--- src/rtl/apc_lookup.sv ---
module apc_lookup #(
  parameter int ENTRIES = 16,
  parameter int ADDR_W  = 32
) (
  input  logic [ENTRIES-1:0]             slot_valid,
  input  logic [ENTRIES-1:0]             slot_live,
  input  logic [ENTRIES-1:0][ADDR_W-1:0] slot_addr,
  input  logic [ADDR_W-1:0]              key,
  output logic [ENTRIES-1:0]             hit_live,
  output logic [ENTRIES-1:0]             hit_released,
  output logic [ENTRIES-1:0]             vacant,
  output logic [ENTRIES-1:0]             released
);
  for (genvar g = 0; g < ENTRIES; g++) begin : g_cmp
    logic same;
    assign same            = slot_valid[g] && (slot_addr[g] == key);
    assign hit_live[g]     = same && slot_live[g];
    assign hit_released[g] = same && !slot_live[g];
    assign vacant[g]       = !slot_valid[g];
    assign released[g]     = slot_valid[g] && !slot_live[g];
  end
endmodule

--- config.mk ---
export PLATFORM = sky130hd
export DESIGN_NAME = apc_lookup
export DESIGN_NICKNAME = d
export VERILOG_FILES = /design/src/rtl/apc_lookup.sv
export SDC_FILE = /design/constraint.sdc
export NUM_CORES = 1
export LEC_CHECK = 0
export BUFFER_PORTS_ARGS = -buffer_cell sky130_fd_sc_hd__buf_4
export CORE_AREA = 2 2 251 253
export DETAILED_ROUTE_END_ITERATION = 16
export DIE_AREA = 0 0 253 255
export SYNTH_ARGS = -nofsm -noshare
export SYNTH_HDL_FRONTEND = slang
export SYNTH_SLANG_ARGS = --single-unit
--- constraint.sdc ---
create_clock -name vclk -period 1.81
set_input_delay 0.362 -clock vclk [all_inputs]
set_output_delay 0.362 -clock vclk [all_outputs]
set_load 0.01 [all_outputs]
==> summary.txt <==
Layout
  • Share of layout cells above drive strength 1: 61.41%
  • Fin area: 0.01647 mm²
  • Seq_cells: 0
  • Filler instances: 6,715
  • Sequential Area: 0 µm²
  • Commonest non-fill, non-tap cell in the layout: buf_4
  • Most frequent cells in the layout: buf_4, xor2_1, buf_12
  • Nets: 2,291
  • Synth-to-layout area growth: 150.3%
  • # clk buffers: 0

Worst setup path
  • Critical Path Fanout Max: 7
  • CP Cell Sequence: buf_8 > buf_12 > buf_4 > xor2_1 > nor4_2 > nand4_1 > buf_4 > nor4_4 > buf_4
  • WP data arrival: 2.06 ns
  • CP peak stage delay: 0.32 ns
  • Most used cell, CP: buf_4
  • Crit Path Class: input port to output pin
  • Crit end category: output pin
  • Slowest cell on the critical path: nand4_1
  • Worst EP required: 1.45 ns
  • Worst path top cell family by delay: buffers and inverters
  • Worst Path Buf+Inv: 5
  • Setup crit start kind: input port

Timing
  • Max-slew headroom: 64.89%
  • Final max-slew violation count: 0
  • Setup_tns: -16.22 ns
  • RSZ-0062 raised after global routing: yes
  • Worst-margin pin slew: 0.5248 ns
  • Final Hold Fails: 0
  • Period utilization: 133.7%
  • Minimum hold slack: 0.9744 ns
  • # setup viols final: 32
  • Period minus WS final: 2.420 ns
  • Setup ws final: -0.6104 ns
  • Max Clk Rate: 413.2 MHz

Floorplanning
  • Die span in x: 253 µm
  • Core area: 0.06216 mm²
  • Cell Rows: 92
  • Initial Utilization: 10.59%
  • Io pins: 640
  • Die Ht: 255 µm
  • Die ar.: 0.06452 mm²

Placement
  • RD Place Congestion: 0.8860
  • Placed Area: 0.01417 mm²
  • Detailed placer's ending HPWL: 56,700 µm
  • Number of I/O port buffers: 640

Synth
  • Syn Nets: 1,455
  • Synth area leaders: xor2_1, nor4_1, xnor2_1
  • Cell Area, Synth: 0.006581 mm²
  • Post-Syn Instances: 879
  • Syn_area_per_cell: 7.487 µm²
  • Ys Warns: 0
  • Area share of the largest cell type after synthesis: 53.23%
  • Sequential area share after synthesis: 0%
  • Synth cell types: 37
  • Leading area contributor after synthesis: xor2_1

Routing
  • Detailed-route wire length: 67,150 µm
  • Residual DRC: 0
  • WL per Instance: 26.68 µm
  • Post-route antenna net violation count: 0
  • Iteration-0 DRC Markers: 612
  • Vias: 10,190
  • Pre-Repair DR Iteration Count: 5
  • Number of vias per cell: 4.048

Pwr
  • Combinational power share: 100.0%
  • Clk network pwr share: 0%
  • Switching share of power: 46.39%
  • P_sw: 1.845 mW
  • Flop pwr share: 0%
  • Max IR drop VDD: 0.1192 mV
  • P_leak: 7.856 nW
  • Tot Pwr: 3.977 mW
  • PwrDens: 241.4 mW/mm²
  • Int Power: 2.132 mW

Global route
  • GRT overflow: 0
  • Overall routing resource usage: 19.51%
  • Initial antenna violation count: 9
  • Largest net degree at the start of global routing: 15
  • First-pass GRT wire length: 85,100 µm
  • Vias in the first global route: 10,560

Hold path
  • Worst hold path type: input port to output pin

Run
  • Max-cap violations: 0

Status
  • Status: finished with violations
  • Failing checks: setup timing
## worst paths after layout
kind                 startpoint           end  cells after the start
setup / recovery        key[24]  hit_live[15]                      9
hold / removal    slot_live[13]  released[13]                      3
## per-layer routing
layer	up-vias	track usage [%]	part of all wire, %
li1	4641	-	-
met3	111	3.132	6.9
met1	4840	24.16	41
met5	-	0	0.066
met4	6	7.844	4.4
met2	592	33.66	48
## Yosys cell counts, drive strengths merged, types with 4 or more instances
library cell / instances
xor2: 400
nor4: 109
or4: 8
a222oi: 10
nor2: 22
o21ai: 7
nand3: 4
nor2b: 5
nor3: 19
xnor2: 65
nand2: 25
nand2b: 16
inv: 56
nand4: 34
buf: 64
a2111oi: 4
o22ai: 6
a221oi: 4
## area by class of cell
cell class | count | area, µm² | share of cell area, %
multi-input combinational | 759 | 7221 | 43.84
antenna | 5 | 12.51 | 0.07596
inverter | 56 | 222.7 | 1.352
tap | 799 | 999.7 | 6.069
timing repair buffer | 898 | 8016 | 48.67
## power groups by stage
| stage | sequential, mW | clock [mW] | combinational, mW |
|---|---|---|---|
| after CTS | 0 | 0 | 3.86 |
| after global placement | 0 | 0 | 3.40 |
| after global routing | 0 | 0.000000199 | 4.21 |
| after floorplan | 0 | 0 | 1.38 |
| final | 0 | 0.000000338 | 3.98 |
| after detailed placement | 0 | 0 | 3.40 |
## metrics by stage
step / setup WS (ns) / util [%] / std cells
final: -0.6104 / 26.50 / 2517
after global routing: -0.6654 / 26.49 / 2515
after CTS: -0.6117 / 25.59 / 2500
after detailed placement: -0.9894 / 22.79 / 2445
after global placement: -1.012 / 22.79 / 2445
after floorplan: -0.1377 / - / 879
## kinds of logic after synthesis
family | Yosys count | synth area share, %
AOI/OAI and AO/OA | 48 | 5.837
buffers and inverters | 120 | 10.32
xor gates and xnor gates | 465 | 62.34
and+or+nand+nor | 246 | 21.50
## repair_timing
item                       CTS  global route
setup endpoints to repair   32            32
cloned                       0             1
setup buffers               55            11
gates resized for setup    241            82
hold buffers                 0             0
pin swaps                   90            53
Power figures use the tool's default switching activity.
